$ cat config.mk
export PLATFORM = sky130hd
export DESIGN_NAME = treg_loader
export DESIGN_NICKNAME = d
export VERILOG_FILES = /design/src/rtl/treg_pkg.sv /design/src/rtl/treg_edge_sync.sv /design/src/rtl/treg_addr_ctl.sv /design/src/rtl/treg_bank.sv /design/src/rtl/treg_loader.sv
export SDC_FILE = /design/constraint.sdc
export NUM_CORES = 1
export LEC_CHECK = 0
export ABC_CLOCK_PERIOD_IN_PS = 7800
export BUFFER_PORTS_ARGS = -buffer_cell sky130_fd_sc_hd__buf_2
export CAP_MARGIN = 20
export CORE_MARGIN = 2
export CORE_UTILIZATION = 40
export CTS_BUF_LIST = sky130_fd_sc_hd__clkbuf_16
export DETAILED_ROUTE_END_ITERATION = 16
export PLACE_DENSITY = 0.65
export SLEW_MARGIN = 20
export SYNTH_ARGS = -nofsm -noshare
export SYNTH_HDL_FRONTEND = slang
export SYNTH_SLANG_ARGS = --single-unit
$ cat constraint.sdc
create_clock -name clk -period 7.8 [get_ports clk]
set_clock_uncertainty 0.1 [all_clocks]
set_input_delay 1.17 -clock clk [delete_from_list [all_inputs] [get_ports clk]]
set_output_delay 1.17 -clock clk [all_outputs]
set_load 0.005 [all_outputs]
$ cat src/rtl/treg_pkg.sv
package treg_pkg;
  localparam int unsigned DEF_STEP = 16;

  typedef struct packed {
    logic is_data;
    logic upper;
  } ld_ctrl_t;

  function automatic logic [31:0] reg_default(input int unsigned idx);
    return 32'(idx * DEF_STEP);
  endfunction

  function automatic int unsigned next_index(input int unsigned cur, input int unsigned count);
    return (cur >= count - 1) ? 0 : cur + 1;
  endfunction
endpackage

$ cat src/rtl/treg_edge_sync.sv
module treg_edge_sync #(
  parameter int unsigned STAGES = 2,
  parameter logic IDLE = 1'b1
) (
  input  logic clk,
  input  logic clr,
  input  logic async_in,
  output logic rise_o,
  output logic fall_o
);
  logic [STAGES:0] chain;

  always_ff @(posedge clk or posedge clr) begin
    if (clr) chain <= {(STAGES + 1){IDLE}};
    else     chain <= {chain[STAGES-1:0], async_in};
  end

  assign rise_o = chain[STAGES-1] & ~chain[STAGES];
  assign fall_o = ~chain[STAGES-1] & chain[STAGES];
endmodule

$ cat src/rtl/treg_addr_ctl.sv
module treg_addr_ctl
  import treg_pkg::*;
#(
  parameter int unsigned NUM_REGS = 16,
  parameter int unsigned AW = $clog2(NUM_REGS)
) (
  input  logic          clk,
  input  logic          clr,
  input  logic          addr_evt,
  input  logic          hi_evt,
  input  logic          upper_in,
  input  logic [AW-1:0] bus_addr,
  output logic [AW-1:0] addr_o,
  output logic          auto_o
);
  always_ff @(posedge clk or posedge clr) begin
    if (clr) begin
      addr_o <= '0;
      auto_o <= 1'b0;
    end else if (addr_evt) begin
      addr_o <= bus_addr;
      auto_o <= upper_in;
    end else if (hi_evt && auto_o) begin
      addr_o <= AW'(next_index(32'(addr_o), NUM_REGS));
    end
  end
endmodule

$ cat src/rtl/treg_bank.sv
module treg_bank
  import treg_pkg::*;
#(
  parameter int unsigned NUM_REGS = 16,
  parameter int unsigned REG_W = 12,
  parameter int unsigned BUS_W = 8,
  parameter int unsigned AW = $clog2(NUM_REGS)
) (
  input  logic                      clk,
  input  logic                      clr,
  input  logic                      lo_evt,
  input  logic                      hi_evt,
  input  logic [AW-1:0]             addr,
  input  logic [BUS_W-1:0]          din,
  output logic [NUM_REGS*REG_W-1:0] regs_o,
  output logic                      stb_o
);
  localparam int unsigned HI_W = REG_W - BUS_W;

  for (genvar i = 0; i < NUM_REGS; i++) begin : g_reg
    logic [REG_W-1:0] q;
    logic             hit;
    assign hit = (addr == AW'(i));

    always_ff @(posedge clk or posedge clr) begin
      if (clr) begin
        q <= REG_W'(reg_default(i));
      end else if (hit) begin
        if (lo_evt) q[BUS_W-1:0] <= din;
        if (hi_evt) q[REG_W-1:BUS_W] <= din[HI_W-1:0];
      end
    end

    assign regs_o[i*REG_W +: REG_W] = q;
  end

  always_ff @(posedge clk or posedge clr) begin
    if (clr) stb_o <= 1'b0;
    else     stb_o <= lo_evt | hi_evt;
  end
endmodule

$ cat src/rtl/treg_loader.sv
module treg_loader
  import treg_pkg::*;
#(
  parameter int unsigned NUM_REGS = 16,
  parameter int unsigned REG_W = 12,
  parameter int unsigned BUS_W = 8,
  parameter int unsigned SYNC_STAGES = 2
) (
  input  logic                      clk,
  input  logic                      clr,
  input  logic                      ld,
  input  logic                      ld_kind,
  input  logic                      ld_upper,
  input  logic [BUS_W-1:0]          din,
  output logic [NUM_REGS*REG_W-1:0] regs_flat,
  output logic                      wr_stb
);
  localparam int unsigned AW = $clog2(NUM_REGS);

  logic     rise_evt, fall_evt;
  logic     addr_evt, lo_evt, hi_evt;
  ld_ctrl_t ctrl_q;
  logic [AW-1:0] addr_q;
  logic     auto_q;

  treg_edge_sync #(.STAGES(SYNC_STAGES), .IDLE(1'b1)) u_sync (
    .clk(clk), .clr(clr), .async_in(ld), .rise_o(rise_evt), .fall_o(fall_evt)
  );

  // control lines are latched on the strobe's falling edge
  always_ff @(posedge clk or posedge clr) begin
    if (clr)           ctrl_q <= '0;
    else if (fall_evt) ctrl_q <= '{is_data: ld_kind, upper: ld_upper};
  end

  assign addr_evt = rise_evt & ~ctrl_q.is_data;
  assign lo_evt   = rise_evt &  ctrl_q.is_data & ~ctrl_q.upper;
  assign hi_evt   = rise_evt &  ctrl_q.is_data &  ctrl_q.upper;

  treg_addr_ctl #(.NUM_REGS(NUM_REGS), .AW(AW)) u_addr (
    .clk(clk), .clr(clr), .addr_evt(addr_evt), .hi_evt(hi_evt),
    .upper_in(ctrl_q.upper), .bus_addr(din[AW-1:0]),
    .addr_o(addr_q), .auto_o(auto_q)
  );

  treg_bank #(.NUM_REGS(NUM_REGS), .REG_W(REG_W), .BUS_W(BUS_W), .AW(AW)) u_bank (
    .clk(clk), .clr(clr), .lo_evt(lo_evt), .hi_evt(hi_evt),
    .addr(addr_q), .din(din), .regs_o(regs_flat), .stb_o(wr_stb)
  );
endmodule

==> flow_summary.json, run 1 <==
{
  "hpwlAfterDp_um": 13700,
  "io_pins": 206,
  "grt_overflow": 0,
  "crit_buf_inv": 1,
  "synth.distinct_cells": 33,
  "htree_num_levels": 1,
  "antenna_found_initial": 0,
  "setup_viol": 0,
  "layout.cells.non_filler": 995,
  "worstMarginPinSlew_ns": 0.919,
  "track_usage_pct": 18.1,
  "slew_violations": 0,
  "pwr-share-clk_pct": 30.3,
  "core_area_um2": 20800,
  "totalWireLength_um": 20000,
  "post_cts_buffers": 0,
  "cts_sinks": 203,
  "status": "completed",
  "hold_class": "register to register",
  "syn_area_per_cell_um2": 16.6,
  "dpl.cell_count": 955,
  "vias_per_cell": 4.99,
  "syn_nets": 525,
  "hold_violations": 0,
  "combPwrFrac_pct": 22.1,
  "final_layout_size_suffix_gt1_share_pct": 65.3,
  "clockBufferDepth": 3,
  "initial_core_util_pct": 40.4,
  "hold_buffers": 0,
  "drt-pass1-iter-count": 4,
  "min_period_ns": 2.42,
  "rsz0062_at_grt": "false",
  "path_clk_slew_ns": 0.06,
  "critPathTopFamily": "flip-flops",
  "port_buffers": 205,
  "pwr-share-seq_pct": 47.6,
  "area_delta_synth_final_pct": 22.0,
  "ir_drop_mv": 0.144,
  "grt_pass1_vias": 5325,
  "fp.dieW_um": 149,
  "fp.dieArea_um2": 22200,
  "required_ns": 6.53,
  "syn-cell-area_um2": 8410,
  "slowest_stage": "dfstp_2",
  "relSlewSlack_pct": 38.7,
  "drv_cap": 0,
  "finalCritPeriodShare_pct": 31.0,
  "path_cells": "buf_2",
  "num-fill-cells": 1836,
  "fin_area_um2": 10300,
  "clockRootBuffer": "clkbuf_16",
  "nets": 722,
  "syn_inst": 507,
  "ctsResizeCount": 0,
  "die_h_um": 149,
  "ant_nets": 0,
  "fmax_mhz": 413,
  "ys.flop_type": "dfrtp_1",
  "grt_first_pass_wirelength_um": 31400,
  "drtIter0Drc": 130,
  "vias": 4961,
  "path_max_fanout": 2,
  "cts_tree": "done",
  "power_switching_uw": 829,
  "seq_area_frac_synth_pct": 60.9,
  "slowest_delay_ns": 0.53,
  "finalSetupTns_ns": 0,
  "ys_async_sr_fraction_pct": 100,
  "wl_per_cell_um": 20.1,
  "gp_congestion": 0.733,
  "ys_ff_latch": 203,
  "power_mw": 3.04,
  "cp_data_arrival_time_ns": 1.15,
  "cp-end-kind": "primary output",
  "grt_max_degree": 128,
  "crit_type": "register to primary output",
  "synth-edff-count": 0,
  "p_per_area_nw_per_um2": 296,
  "core.rowCount": 53,
  "power_leakage_nw": 4.98,
  "swShare_pct": 27.3,
  "p_int_mw": 2.21,
  "yosys_warnings": 0,
  "critPathLaunchType": "register",
  "cts_buffers": 22,
  "clkLatencyLatePin_ns": 0.49,
  "placed_area_um2": 9610,
  "drc": 0,
  "n_antenna_cell": 0
}
[power groups by stage]
stage                     combinational, mW  sequential, mW  clock (mW)
after floorplan                       0.353            1.46           0
after global placement                0.667            1.45           0
after detailed placement              0.685            1.46           0
after CTS                             0.687            1.45       0.946
after global routing                  0.730            1.48       0.993
final                                 0.673            1.44       0.920
[final timing paths]
check	to	slack, ns	cells after the start	start
worst min register to register	u_sync.chain[1]	0.26	0	u_sync.chain[0]
worst min-delay path	u_sync.chain[1]	0.26	0	u_sync.chain[0]
worst max-delay path	regs_flat[173]	5.38	1	u_bank.g_reg[14].q[5]
min in group asynchronous	u_bank.g_reg[14].q[9]	0.73	2	clr
worst max register to register	u_bank.g_reg[12].q[4]	5.47	4	u_addr.addr_o[0]
max in group asynchronous	u_bank.g_reg[5].q[3]	5.44	3	clr
[cells in the mapped netlist (3+ instances only)]
cell	count	area, um^2
nor2b_1	3	18.8
and3_1	5	31.3
ha_1	5	62.6
nand3_1	7	35.0
nand3_2	15	150
mux2_1	21	236
buf_4	7	52.6
dfstp_2	35	920
nand3_4	10	175
mux2_2	109	1230
nand2_1	7	26.3
mux2_4	64	961
buf_2	7	35.0
dfrtp_1	168	4200
inv_1	6	22.5
clkbuf_1	17	63.8
[cells in the final DEF, fill, tap and decap left out, types with 10 or more instances in the layout]
master / netlist / layout
buf_2: 7 / 205
clkbuf_16: 0 / 23
dfrtp_1: 168 / 168
dfstp_2: 35 / 35
inv_1: 6 / 14
mux2_1: 21 / 21
mux2_2: 109 / 109
mux2_4: 64 / 64
nand3_2: 15 / 15
nand3_4: 10 / 10
[metrics by stage]
step                      utilization (%)  setup WS [ns]  hold slack [ns]
final                                49.3           5.38            0.257
after global routing                 49.3           5.08            0.268
after CTS                            49.3           5.26            0.258
after detailed placement             46.2           4.76            0.249
after global placement               46.1           4.86            0.250
after floorplan                         -           1.05            0.245
[cells by family (layout without fill, tap and decap cells)]
| family | after synthesis | after routing | share of synthesized area (%) |
|---|---|---|---|
| adder cells (fa/ha/maj) | 5 | 5 | 0.744 |
| multiplexers | 194 | 194 | 28.8 |
| flip-flops | 203 | 203 | 60.9 |
| buffers and inverters | 40 | 253 | 2.57 |
| AND/OR/NAND/NOR | 56 | 56 | 6.13 |
| AO/OA/AOI/OAI | 9 | 9 | 0.804 |
[flip-flops by register name (all words and copies together), names as in the netlist]
| signal | count |
|---|---|
| u_addr.auto_o | 1 |
| u_bank.g.q | 192 |
| u_bank.stb_o | 1 |
| u_sync.chain | 3 |
| u_addr.addr_o | 4 |
| ctrl_q | 2 |
[area by class of cell]
class                      instances  area (um^2)  area share [%]
multi-input combinational        264         3080            30.0
sequential                       203         5120            49.9
tap                              275          344            3.35
clock inverter                    17         67.6           0.659
clock buffer                      23          576            5.61
inverter                           6         30.0           0.293
timing repair buffer             207         1040            10.1
[routing by layer]
metal  wire, um  track usage, %  up-vias
li1           -               -     2201
met1       8510            24.2     2582
met2      10200            30.9      144
met3        893            2.51       34
met4        490            5.52        0
met5          0               0        -
Power figures use the tool's default switching activity.
==> run 2, diff against run 1 <==
--- a/config.mk
+++ b/config.mk
@@ -5,7 +5,8 @@
 export SDC_FILE = /design/constraint.sdc
 export NUM_CORES = 1
 export LEC_CHECK = 0
-export ABC_CLOCK_PERIOD_IN_PS = 7800
+export ABC_AREA = 1
+export ABC_CLOCK_PERIOD_IN_PS = 2500
 export BUFFER_PORTS_ARGS = -buffer_cell sky130_fd_sc_hd__buf_2
 export CAP_MARGIN = 20
 export CORE_MARGIN = 2
==> constraint.sdc (replaced) <==
create_clock -name clk -period 2.5 [get_ports clk]
set_clock_uncertainty 0.1 [all_clocks]
set_input_delay 0.375 -clock clk [delete_from_list [all_inputs] [get_ports clk]]
set_output_delay 0.375 -clock clk [all_outputs]
set_load 0.005 [all_outputs]
==> flow_summary.json, run 2 <==
{
  "utilization_pct": 51.3,
  "core.rowCount": 50,
  "grt_overflow": 0,
  "top_layer": "met4",
  "slew_violations": 0,
  "critPathLaunchType": "register",
  "status": "completed",
  "relSlewSlack_pct": 46.8,
  "fp.dieW_um": 143,
  "totalWireLength_um": 20400,
  "synth_area_leader_cell": "dfrtp_1",
  "vias": 5799,
  "core_area_um2": 18800,
  "io_pins": 206,
  "hold_class": "input port to register",
  "drv_cap": 0,
  "setup_viol": 0,
  "largest_reg_flops": 192,
  "slowest_delay_ns": 0.58,
  "area_delta_synth_final_pct": 25.3,
  "cts_sinks": 203,
  "syn-cell-area_um2": 7700,
  "path_clk_slew_ns": 0.06,
  "yosysMostFrequentCell": "nand2_1",
  "synth_area_leaders": "dfrtp_1 55%, dfstp_2 12%, nand2_1 11%",
  "cp_common_cell": "nand2_1",
  "finalSetupTns_ns": 0,
  "syn_nets": 766,
  "grt_max_degree": 121,
  "met3WireLength_um": 1490,
  "drc": 0,
  "final_cell_mix": "227 x nand2_1, 205 x buf_2, 168 x dfrtp_1",
  "num-fill-cells": 1729,
  "yosys_warnings": 0,
  "synth.cells.most_frequent": "227 x nand2_1, 168 x dfrtp_1, 113 x o21ai_0",
  "grt_first_pass_wirelength_um": 31600,
  "finalCritPeriodShare_pct": 73.3,
  "ys_ff_latch": 203,
  "critPathTopFamily": "simple AND/OR/NAND/NOR gates",
  "clkLatencyLatePin_ns": 0.50,
  "ir_drop_mv": 0.547,
  "min_period_ns": 1.83,
  "clockRootBuffer": "clkbuf_16",
  "worstMarginPinSlew_ns": 0.797,
  "ys_async_sr_fraction_pct": 100,
  "slowest_stage": "dfstp_2",
  "port_buffers": 205,
  "cts_tree": "done",
  "seq_area_frac_synth_pct": 66.5,
  "placed_area_um2": 8960,
  "wl_per_cell_um": 16.6,
  "n_antenna_cell": 0,
  "crit_type": "register to register",
  "nets": 974,
  "fmax_mhz": 546,
  "htree_num_levels": 1,
  "top_register": "u_bank.g.q",
  "power_leakage_nw": 4.95,
  "required_ns": 2.76,
  "syn_inst": 748,
  "synth-edff-count": 0,
  "p_per_area_nw_per_um2": 1190,
  "fin_area_um2": 9650,
  "vias_per_cell": 4.71,
  "crit_buf_inv": 0,
  "fp.dieArea_um2": 20400,
  "syn_area_per_cell_um2": 10.3,
  "initial_core_util_pct": 40.9,
  "final_layout_size_suffix_gt1_share_pct": 31.3,
  "die_h_um": 143,
  "path_max_fanout": 16,
  "track_usage_pct": 19.9,
  "synth_top_area_share_pct": 54.6,
  "cts_buffers": 22,
  "ys.flop_type": "dfrtp_1",
  "drt-pass1-iter-count": 4,
  "cp_data_arrival_time_ns": 2.09,
  "final_common_cell": "nand2_1",
  "wl_met1_um": 9470,
  "rsz0062_at_grt": "false",
  "clockBufferDepth": 3,
  "ant_nets": 0,
  "synth.distinct_cells": 23,
  "path_cells": "nand3_4, nor2_8, nand2_1, nand2_1, o21ai_0",
  "drtIter0Drc": 374,
  "hpwlAfterDp_um": 13600,
  "cp-end-kind": "register",
  "hold_violations": 0,
  "grt_pass1_vias": 5605,
  "antenna_found_initial": 0,
  "top_regs": "u_bank.g.q x192, u_addr.addr_o x4, u_sync.chain x3",
  "gp_congestion": 0.811,
  "wl_met2_um": 8960
}
-- run 2: cell count changes in the layout (fill, tap and decap cells not counted), sizes merged, moves of 10 or more --
| cell | previous run | this run |
|---|---|---|
| o21ai | 2 | 195 |
| nand2 | 7 | 247 |
| nor2 | 2 | 22 |
| mux2 | 194 | 0 |
| nand3 | 32 | 9 |
| buf | 207 | 217 |
| inv | 15 | 38 |
-- run 2: layout make-up --
| type | count | area [um^2] | share of cell area, % |
|---|---|---|---|
| sequential | 203 | 5120 | 53.1 |
| multi-input combinational | 484 | 2270 | 23.5 |
| timing repair buffer | 219 | 1160 | 12.0 |
| clock buffer | 23 | 576 | 5.96 |
| tap | 260 | 325 | 3.37 |
| inverter | 26 | 101 | 1.05 |
| clock inverter | 16 | 92.6 | 0.959 |
-- run 2: routing by layer --
| layer | global-route usage, % | vias up |
|---|---|---|
| li1 | - | 2864 |
| met1 | 28.6 | 2734 |
| met2 | 29.8 | 169 |
| met3 | 5.26 | 32 |
| met4 | 5.78 | 0 |
| met5 | 0 | - |
-- run 2: path summary, 6_finish.rpt --
kind	from	slack (ns)	depth (start not counted)	to
max in group asynchronous	clr	1.26	4	u_bank.g_reg[13].q[1]
max reg2reg	u_sync.chain[1]	0.67	5	u_bank.g_reg[6].q[1]
min in group asynchronous	clr	0.47	4	u_bank.g_reg[8].q[0]
max	u_sync.chain[1]	0.67	5	u_bank.g_reg[6].q[1]
min reg2reg	u_sync.chain[0]	0.26	0	u_sync.chain[1]
min	din[3]	0.02	3	u_addr.addr_o[3]
-- run 2: logic make-up (layout without fill, tap and decap cells) --
logic type,count (synthesis),after routing,share of synthesized area [%]
DFF,203,203,66.5
adders and majority gates,5,5,0.812
xor gates and xnor gates,1,1,0.114
AOI/OAI and AO/OA,197,197,12.8
and+or+nand+nor,281,281,15.8
buffers and inverters,61,284,3.98
-- run 2: worst register-to-register path, stage by stage, from the launching register on --
cell,delay [ns]
dfstp_2,0.58
nand3_4,0.13
nor2_8,0.28
nand2_1,0.38
nand2_1,0.14
o21ai_0,0.09
-- run 2: power by group --
part           switching [mW]  total (mW)  internal [mW]
sequential              0.766        5.46           4.69
combinational            1.60        3.04           1.44
clock                    1.26        3.02           1.75
total                    3.63        11.5           7.89
-- run 2: through the flow --
stage          hold slack (ns)  std cells  setup WS [ns]  power, mW
3_3_place_gp             0.247       1190          0.702       8.48
5_1_grt                 0.0224       1231          0.512       12.3
6_report                0.0227       1231          0.667       11.5
4_1_cts                0.00260       1231          0.640       11.7
3_5_place_dp             0.247       1190          0.645       8.58
2_1_floorplan            0.245        748         -0.577       6.83
-- run 2: what timing repair did --
action | 4_1_cts | 5_1_grt
resized for setup | 0 | 0
buffers inserted | 0 | 0
hold buffers | 2 | 0
endpoints found under the hold margin | 77 | 0
